<file path="src/rtl/rdp_pkg.sv">
package rdp_pkg;
    typedef enum logic [1:0] {
        ST_FILL   = 2'd0,
        ST_NOTIFY = 2'd1,
        ST_IDLE   = 2'd2
    } rdp_state_e;
endpackage

</file>
<file path="src/rtl/rdp_step.sv">
// Computes the post-access remote address and remaining count.
module rdp_step #(
    parameter int AW = 16
) (
    input  logic [AW-1:0] addr,
    input  logic [AW-1:0] cnt,
    input  logic          word,
    input  logic [AW-1:0] ring_start,
    input  logic [AW-1:0] ring_stop,
    output logic [AW-1:0] nxt_addr,
    output logic [AW-1:0] nxt_cnt,
    output logic          cnt_zero
);
    logic [AW-1:0] stride;
    logic [AW-1:0] sum;

    always_comb begin
        stride   = word ? AW'(2) : AW'(1);
        sum      = addr + stride;
        nxt_addr = (sum == ring_stop) ? ring_start : sum;
        nxt_cnt  = (cnt < stride) ? '0 : cnt - stride;
        cnt_zero = (nxt_cnt == '0);
    end
endmodule

</file>
<file path="src/rtl/rdp_lane.sv">
// Address decode, byte-lane steering and read-data formatting.
module rdp_lane #(
    parameter int AW         = 16,
    parameter int PROM_BYTES = 32,
    parameter int BUF_LO     = 16384,
    parameter int BUF_HI     = 49152
) (
    input  logic [AW-1:0] addr,
    input  logic          word,
    input  logic [15:0]   wdata_in,
    input  logic [15:0]   mem_rdata,
    output logic          hit,
    output logic [AW-2:0] word_addr,
    output logic [1:0]    be,
    output logic [15:0]   wdata,
    output logic [15:0]   rdata
);
    localparam logic [AW:0] PROM_L = (AW+1)'(PROM_BYTES);
    localparam logic [AW:0] LO_L   = (AW+1)'(BUF_LO);
    localparam logic [AW:0] HI_L   = (AW+1)'(BUF_HI);

    logic [AW-1:0] eff;
    logic [7:0]    pick;

    always_comb begin
        eff       = word ? {addr[AW-1:1], 1'b0} : addr;
        hit       = ({1'b0, eff} < PROM_L) ||
                    (({1'b0, eff} >= LO_L) && ({1'b0, eff} < HI_L));
        word_addr = eff[AW-1:1];
        be        = word ? 2'b11 : (eff[0] ? 2'b10 : 2'b01);
        wdata     = word ? wdata_in : {2{wdata_in[7:0]}};
        pick      = eff[0] ? mem_rdata[15:8] : mem_rdata[7:0];
        if (!hit)
            rdata = word ? 16'hFFFF : 16'h00FF;
        else
            rdata = word ? mem_rdata : {8'h00, pick};
    end
endmodule

</file>
<file path="src/rtl/rdp_prom_gen.sv">
// PROM image byte for a given word index.
module rdp_prom_gen #(
    parameter int         ENTRIES  = 16,
    parameter int         ID_BYTES = 6,
    parameter logic [7:0] SIG      = 8'h57,
    localparam int        IW       = $clog2(ENTRIES)
) (
    input  logic [IW-1:0]           idx,
    input  logic [8*ID_BYTES-1:0]   station_addr,
    output logic [7:0]              val
);
    logic [7:0] tbl [ENTRIES];

    for (genvar g = 0; g < ENTRIES; g++) begin : g_tbl
        if (g < ID_BYTES) begin : g_id
            assign tbl[g] = station_addr[g*8 +: 8];
        end else if (g >= ENTRIES - 2) begin : g_sig
            assign tbl[g] = SIG;
        end else begin : g_zero
            assign tbl[g] = 8'h00;
        end
    end

    assign val = tbl[idx];
endmodule

</file>
<file path="src/rtl/rdma_port.sv">
module rdma_port
    import rdp_pkg::*;
#(
    parameter int AW         = 16,
    parameter int PROM_BYTES = 32,
    parameter int BUF_LO     = 16384,
    parameter int BUF_HI     = 49152,
    parameter int MAC_BYTES  = 6
) (
    input  logic                   clk,
    input  logic                   rst_n,
    input  logic                   host_rd,
    input  logic                   host_wr,
    input  logic [15:0]            host_wdata,
    output logic [15:0]            host_rdata,
    input  logic                   word_mode,
    input  logic                   ld_addr,
    input  logic [AW-1:0]          addr_in,
    input  logic                   ld_cnt,
    input  logic [AW-1:0]          cnt_in,
    input  logic [AW-1:0]          ring_start,
    input  logic [AW-1:0]          ring_stop,
    input  logic [8*MAC_BYTES-1:0] station_addr,
    input  logic                   rst_port_rd,
    output logic [AW-1:0]          cur_addr,
    output logic [AW-1:0]          cur_cnt,
    output logic [AW-2:0]          mem_addr,
    output logic                   mem_we,
    output logic [1:0]             mem_be,
    output logic [15:0]            mem_wdata,
    input  logic [15:0]            mem_rdata,
    output logic                   rdc_pulse,
    output logic                   prom_done
);
    localparam int                PROM_WORDS = PROM_BYTES / 2;
    localparam int                FILL_W     = $clog2(PROM_WORDS);
    localparam logic [FILL_W-1:0] FILL_LAST  = FILL_W'(PROM_WORDS - 1);

    rdp_state_e        state, state_nxt;
    logic [FILL_W-1:0] fill_idx;
    logic              acc_rd, acc_wr, acc_any;
    logic [AW-1:0]     step_addr, step_cnt;
    logic              step_zero;
    logic              lane_hit;
    logic [AW-2:0]     lane_waddr;
    logic [1:0]        lane_be;
    logic [15:0]       lane_wdata, lane_rdata;
    logic [7:0]        fill_byte;

    rdp_step #(.AW(AW)) u_step (
        .addr(cur_addr), .cnt(cur_cnt), .word(word_mode),
        .ring_start(ring_start), .ring_stop(ring_stop),
        .nxt_addr(step_addr), .nxt_cnt(step_cnt), .cnt_zero(step_zero)
    );

    rdp_lane #(.AW(AW), .PROM_BYTES(PROM_BYTES), .BUF_LO(BUF_LO), .BUF_HI(BUF_HI)) u_lane (
        .addr(cur_addr), .word(word_mode), .wdata_in(host_wdata),
        .mem_rdata(mem_rdata), .hit(lane_hit), .word_addr(lane_waddr),
        .be(lane_be), .wdata(lane_wdata), .rdata(lane_rdata)
    );

    rdp_prom_gen #(.ENTRIES(PROM_WORDS), .ID_BYTES(MAC_BYTES)) u_prom (
        .idx(fill_idx), .station_addr(station_addr), .val(fill_byte)
    );

    // Host access qualification: only idle, reset-port read wins, read wins over write.
    always_comb begin
        acc_rd  = (state == ST_IDLE) && !rst_port_rd && host_rd;
        acc_wr  = (state == ST_IDLE) && !rst_port_rd && !host_rd && host_wr &&
                  (cur_cnt != '0);
        acc_any = acc_rd || acc_wr;
    end

    // State register
    always_ff @(posedge clk) begin
        if (!rst_n) state <= ST_FILL;
        else        state <= state_nxt;
    end

    // Next-state logic
    always_comb begin
        state_nxt = state;
        unique case (state)
            ST_FILL:   if (fill_idx == FILL_LAST) state_nxt = ST_NOTIFY;
            ST_NOTIFY: state_nxt = ST_IDLE;
            ST_IDLE:   if (rst_port_rd) state_nxt = ST_FILL;
            default:   state_nxt = ST_FILL;
        endcase
    end

    // Outputs
    always_comb begin
        prom_done = (state == ST_NOTIFY);
        if (state == ST_FILL) begin
            mem_addr  = (AW-1)'(fill_idx);
            mem_we    = 1'b1;
            mem_be    = 2'b11;
            mem_wdata = {fill_byte, fill_byte};
        end else begin
            mem_addr  = lane_waddr;
            mem_we    = acc_wr && lane_hit;
            mem_be    = lane_be;
            mem_wdata = lane_wdata;
        end
    end

    always_ff @(posedge clk) begin
        if (!rst_n || state != ST_FILL) fill_idx <= '0;
        else                            fill_idx <= fill_idx + 1'b1;
    end

    always_ff @(posedge clk) begin
        if (!rst_n) begin
            cur_addr   <= '0;
            cur_cnt    <= '0;
            host_rdata <= '0;
            rdc_pulse  <= 1'b0;
        end else begin
            if (ld_addr)      cur_addr <= addr_in;
            else if (acc_any) cur_addr <= step_addr;
            if (ld_cnt)       cur_cnt  <= cnt_in;
            else if (acc_any) cur_cnt  <= step_cnt;
            if (acc_rd)       host_rdata <= lane_rdata;
            rdc_pulse <= acc_any && step_zero;
        end
    end


    zero_cnt_write_chk: assert property (@(posedge clk) disable iff (!rst_n)
        ((state == ST_IDLE) && !rst_port_rd && !host_rd && host_wr &&
         cur_cnt == '0 && !ld_addr && !ld_cnt)
        |=> ($stable(cur_addr) && cur_cnt == '0 && !rdc_pulse));


    rdc_zero_chk: assert property (@(posedge clk) disable iff (!rst_n)
        rdc_pulse |-> (cur_cnt == '0 || $past(ld_cnt)));


    fill_region_chk: assert property (@(posedge clk) disable iff (!rst_n)
        (state == ST_FILL) |-> (mem_we && mem_be == 2'b11 &&
                                {1'b0, mem_addr} < AW'(PROM_WORDS)));


    done_once_chk: assert property (@(posedge clk) disable iff (!rst_n)
        prom_done |=> !prom_done);


    ld_addr_chk: assert property (@(posedge clk) disable iff (!rst_n)
        ld_addr |=> (cur_addr == $past(addr_in)));
endmodule

</file>
<file path="config.mk">
export PLATFORM = sky130hd
export DESIGN_NAME = rdma_port
export DESIGN_NICKNAME = d
export VERILOG_FILES = /design/src/rtl/rdp_pkg.sv /design/src/rtl/rdp_step.sv /design/src/rtl/rdp_lane.sv /design/src/rtl/rdp_prom_gen.sv /design/src/rtl/rdma_port.sv
export SDC_FILE = /design/constraint.sdc
export NUM_CORES = 1
export LEC_CHECK = 0
export ABC_AREA = 1
export BUFFER_PORTS_ARGS = -buffer_cell sky130_fd_sc_hd__buf_2
export CAP_MARGIN = 10
export CORE_ASPECT_RATIO = 0.8
export CORE_MARGIN = 2
export CORE_UTILIZATION = 25
export DETAILED_ROUTE_END_ITERATION = 10
export GPL_TIMING_DRIVEN = 0
export SLEW_MARGIN = 20
export SYNTH_ARGS = -nofsm -noshare
export SYNTH_HDL_FRONTEND = slang
export SYNTH_HIERARCHICAL = 1
export SYNTH_SLANG_ARGS = --single-unit
</file>
<file path="constraint.sdc">
create_clock -name clk -period 4.22 [get_ports clk]
set_input_delay 0.844 -clock clk [delete_from_list [all_inputs] [get_ports clk]]
set_output_delay 0.844 -clock clk [all_outputs]
set_load 0.02 [all_outputs]
</file>
* Word-level counts from Yosys, hierarchy flattened *
Cells that the tools add are included.

operators by class
  add/subtract/negate cells = 3
  $lt $le $gt $ge = 5
  eq/ne operators = 6
  muxes and demuxes = 25
  bitwise gates (word level) = 1
  reductions and logical operators = 21

operators by type and width
  kind                                                                 count
  2-to-1 mux 16 bit                                                    11
  binary-select mux 8 bit (select 4 bit)                               1
  2-to-1 mux 8 bit                                                     3
  adder 16 x 2 -> 16 bit                                               1
  equality test 16 bit                                                 1
  greater-or-equal comparator 16 x 15 -> 1 bit, second input constant  1
  zero test 16 bit                                                     1
  less-than comparator 16 bit                                          1
  less-than comparator 16 bit, second input constant                   1
  less-than comparator 16 x 6 -> 1 bit, second input constant          1
  nonzero test 16 bit                                                  1
  subtractor 16 bit                                                    1
  2-to-1 mux 15 bit                                                    1
  2-to-1 mux 2 bit                                                     6
  logical AND 1 bit                                                    8
  one-hot mux 2 bit (3 select lines)                                   1
  nonzero test 2 bit                                                   3
  greater-or-equal comparator 5 bit, second input constant             1
  inverter 4 -> 5 bit                                                  1
  adder 4 x 1 -> 4 bit, second input constant                          1
  equality test 4 bit, second input constant                           1
  inequality test 2 bit, second input constant                         2
  zero test 1 bit                                                      3
  logical OR 1 bit                                                     3
  other kinds (5)                                                      6

word-level totals
  bits in registers = 55
  input port bits = 152
  output and inout port bits = 84
  logic and storage cells = 67

* Longest topological paths before layout *
  depth after elaboration = 8
  gate-level depth with buffers = 22
  mapped depth without buffers = 21

* Modules after synthesis *
The synthesis kept the hierarchy.

modules (own cells, without submodules)
  module        times used  cells each  area each (µm²)  sequential area each (µm²)
  rdma_port     1           481         3186.8           1101.1
  rdp_step      1           351         1722.9           0.0
  rdp_lane      1           123         600.6            0.0
  rdp_prom_gen  1           135         590.6            0.0

* Least setup slack after synthesis *
Ideal clock, no wire load.

  path kind = input to register
  start = in word_mode
  end = reg cur_addr[13]
  arrival = 3.196 ns
  data required time = 4.110 ns
  setup slack = 0.914 ns
  stages = 21
  buffers on the path = 1
  cells stage by stage = inv_1 > ha_1 > inv_1 > fa_1 > inv_1 > nand3_1 > nor2_2 > nand3b_1 > nand2_1 > nand2_1 > nand2_1 > nand2_1 > nor2_4 > nand3_4 > buf_6 > nand2_1 > nand2_1 > mux2i_1 > nand2_2 > inv_2 > nor2_1

between the ends
  word-level cells in the longest chain between the ends = 6

RTL lines
  what                      RTL line          RTL
  start: declaration        rdma_port.sv:16   input logic word_mode,
  2-to-1 mux 2 bit *        rdp_step.sv:18    stride = word ? AW'(2) : AW'(1);
  adder 16 x 2 -> 16 bit *  rdp_step.sv:19    sum = addr + stride;
  equality test 16 bit      rdp_step.sv:20    nxt_addr = (sum == ring_stop) ? ring_start : sum;
  2-to-1 mux 16 bit *       rdp_step.sv:20
  named net step_addr[13]   rdma_port.sv:42   logic [AW-1:0] step_addr, step_cnt;
  2-to-1 mux 16 bit *       rdma_port.sv:120  else if (acc_any) cur_addr <= step_addr;
  2-to-1 mux 16 bit *       rdma_port.sv:119  if (ld_addr) cur_addr <= addr_in;
  end signal: assignment    rdma_port.sv:119
  end signal: assignment    rdma_port.sv:120
  end: declaration          rdma_port.sv:25   output logic [AW-1:0] cur_addr,

Mark *: on every way through the listed nets, which the timed path passes. The rest lies on a longest branch. The select of a mux whose other input is x is not followed.
A chain may end at the register's enable or synchronous reset.

* Final worst setup path *
  start = in word_mode
  end = reg cur_addr[9]

Same word-level chain as after synthesis.

==> impl_results.md <==
- Area delta synth->final: 28.10%
- GRT Util Overall: around 17%
- CTS sink count: 55
- Commonest cells after routing, fill and taps aside: 369 x nand2_1, 247 x buf_2, 151 x inv_1
- Clk_skew: 8.293 ps
- Site Rows: just over 50
- Placer congestion estimate: approximately 0.9
- WP data required: ~4400 ps
- Worst-path fanout max: 10
- Status: finished clean
- Die height: around 140 µm
- I/O Pins: 236
- # Post-CTS Setup Buffers: 0
- Residual DRC count: 0
- Synthesized area per cell: between 5 and 6 µm²
- Top cell by count, worst path: nand2_1
- Max Freq: 0.2642 GHz
- M1 GR Usage: between 20% and 30%
- Async SR Flop Fraction: 0%
- CP endpoint: cur_addr[9]$_SDFFE_PN0P_
- Final Setup Violations: 0
- Period utilisation layout: 89.69%
- Max-slew violation count: 0
- RSZ-0062 raised after global routing: no
- Fill cells: roughly 2,800
- Leak: 4.595 nW
- Busiest grt layer: met2
- Clock-pin slew on the worst setup and hold paths: approximately 80 ps
- Total gr overflow: 0
- Slew margin rel.: a little under three fifths
- Crit Path Category: in2reg
- Die width: about 180 µm
- Yosys reg bits: 55
- Pre-CTS WS: 117.8 ps
- Final net count: 1,490
- DRT antenna net count: 0
- Max Cap Viol: 0
- Vias in the first global route: 6,526
- FF-to-FF Start: cur_addr[0]$_SDFFE_PN0P_
- Number of antenna violations at the first check in global routing: 0
- Dpl hpwl: 18,040 µm
- CP startpoint: word_mode
- Register area share after synthesis: a little under a fifth
- Placeable Area: 24,180 µm²
- Top FF cell, synth: dfxtp_1
- Seq. cell area: 1101 µm²
- First-pass GRT wire length: 33,170 µm
- Final hold vios: 0
- Total die area: 25,680 µm²
- Post-cts sizing count: 0
- Post-DR wirelength/cell: about 13 µm
- Largest net degree at the start of global routing: 19
- Met2 Usage GRT: ~28%
- Yosys warnings: 6
- Worst EP arrival: roughly 4000 ps
- Post-synth EDFFs: 0
- Net count after synthesis: ~1,300
- Vias: between 7,000 and 8,000
- Post-synthesis cell count: 1,090
- Initial cell density of the core: 25.23%
- Multi-input logic area: 3900 µm²
- Largest stage delay, worst path: between 400 and 500 ps
- Fin Setup TNS: 0 ps
- Worst-margin pin slew: ~660 ps
- Mean number of vias per cell: 4.414
- Total iterations of the first detailed-routing run: 5
- Most common cell after layout, fill and taps aside: nand2_1
- Final Critical Period: about 3800 ps
- Ordered list of cells on the worst path: buf_2 > inv_1 > ha_1 > inv_1 > fa_1 > inv_1 > nand3_1 > nor2_2 > nand3b_1 > nand2_1 > nand2_1 > nand2_1 > nand2_1 > nor2_4 > nand3_4 > buf_6 > nand2_1 > nand2_1 > mux2i_1 > nand2_2 > inv_2 > nor2_1
- Reg2Reg Depth: 20
- Clock Root Buffer: clkbuf_16
- Met3 Use GR: under 10%
- Fraction of layout instances using a drive strength above 1: roughly 28%
- CTS tree: done
- Buffer depth of the longest clock path: 2
- Startpoint Class: input pin
- R2R setup slack: about 870 ps
- Hold-fix buffers, CTS: 0
- Hold slack: roughly 480 ps
- Worst hold path class: reg2reg
- Maximum vdd ir drop: approximately 0.00014 V
- Post-synthesis cell type count: 37
- Setup ws final: 434.9 ps
- Skew-Pair Late Insertion Delay: approximately 300 ps
- CTS buffer count: 5
- DR iter-0 viols: approximately 440
- Mapped cell area: roughly 6100 µm²
- Final wirelength: approximately 22,000 µm
- H-tree depth: 2
- PD cells: between 200 and 250 nW/µm²
- CP endpoint kind: register
- Highest-delay cell along the critical path: fa_1
- R2R Path End: cur_addr[9]$_SDFFE_PN0P_
- Port bufs: roughly 230
[where the power goes]
group / total [mW] / internal (mW) / switching (mW) / leakage (nW)
clock: 0.443 / 0.224 / 0.220 / 0.0742
combinational: 0.757 / 0.301 / 0.455 / 4.07
sequential: 0.608 / 0.546 / 0.0619 / 0.452
total: 1.81 / 1.07 / 0.737 / 4.60
[worst max-delay path, delay by kind of cell]
family | cells | cell delay, ps
adder cells (fa/ha/maj) | 2 | 720
AND/OR/NAND/NOR | 13 | 1470
buffers and inverters | 6 | 760
multiplexers | 1 | 160
[area by class of cell]
class / instances / area share, %
Multi-Input combinational cell: 792 / 49.90
Timing Repair Buffer: 233 / 14.92
Sequential cell: 55 / 14.09
Inverter: 179 / 8.597
Buffer: 64 / 5.475
Tap cell: 318 / 5.091
Clock buffer: 5 / 1.601
Clock inverter: 3 / 0.2882
Antenna cell: 1 / 0.03202
[state kept, by name (all words and copies together) (netlist names)]
name        count
cur_cnt        16
host_rdata     16
cur_addr       16
rdc_pulse       1
fill_idx        4
state           2
[per-stage QoR]
| stage | utilization, % | area, µm² | cells | total power [mW] |
|---|---|---|---|---|
| after floorplan | - | 6101 | 1090 | 1.121 |
| after global placement | 31.69 | 7665 | 1641 | 1.373 |
| after detailed placement | 31.69 | 7665 | 1641 | 1.379 |
| after CTS | 32.30 | 7812 | 1649 | 1.840 |
| after global routing | 32.30 | 7812 | 1649 | 1.955 |
| final | 32.31 | 7815 | 1650 | 1.808 |
[logic make-up (layout without fill, tap and decap cells)]
family | Yosys count | count (layout) | synth area share [%]
simple gates | 695 | 695 | 51.00
buf+inv | 243 | 484 | 18.03
flops | 55 | 55 | 18.05
compound gates | 45 | 45 | 4.061
mux | 32 | 32 | 5.250
xor+xnor | 12 | 12 | 1.723
fa+ha+maj | 8 | 8 | 1.887
other cells | 0 | 1 | 0
[cells in the mapped netlist, types with 4 or more instances]
cell        n  area share, %
nand3_1    70            5.7
a21oi_1     9           0.74
nand2_2    29            3.0
o21ai_0    24            2.0
nor2_4      6            1.1
nand3_4     4            1.1
clkbuf_1   11           0.68
nand3b_1    6           0.74
xnor2_1     6           0.86
nand2_1   369             23
nor2_1    134            8.2
mux2i_1    32            5.3
inv_1     151            9.3
inv_2      26            1.6
ha_1        6            1.2
o211ai_1    5           0.62
nand4_1    55            5.6
buf_4      29            3.6
or2_2       4           0.41
or2_1       5           0.51
buf_6       8            1.5
xor2_1      6           0.86
buf_2      14            1.1
nor2_2      4           0.41
dfxtp_1    55             18
[routing by layer]
layer	share of wire, %	wire length, µm
met3	7.8	1723
met2	45	10000
met1	47	10360
met5	0	0
met4	0.46	103
[worst min-delay path by stage]
stage                                    start                         end  slack (ps)  depth (start not counted)
floorplan               fill_idx[2]$_SDFF_PP0_       state[0]$_SDFFE_PN0P_         500                          2
global placement    host_rdata[4]$_SDFFE_PN0P_  host_rdata[4]$_SDFFE_PN0P_         460                          2
detailed placement  host_rdata[2]$_SDFFE_PN0P_  host_rdata[2]$_SDFFE_PN0P_         470                          2
CTS                 host_rdata[2]$_SDFFE_PN0P_  host_rdata[2]$_SDFFE_PN0P_         490                          2
global route        host_rdata[2]$_SDFFE_PN0P_  host_rdata[2]$_SDFFE_PN0P_         520                          2
finish              host_rdata[2]$_SDFFE_PN0P_  host_rdata[2]$_SDFFE_PN0P_         480                          2
No activity file was read; power rests on OpenSTA's default activity.
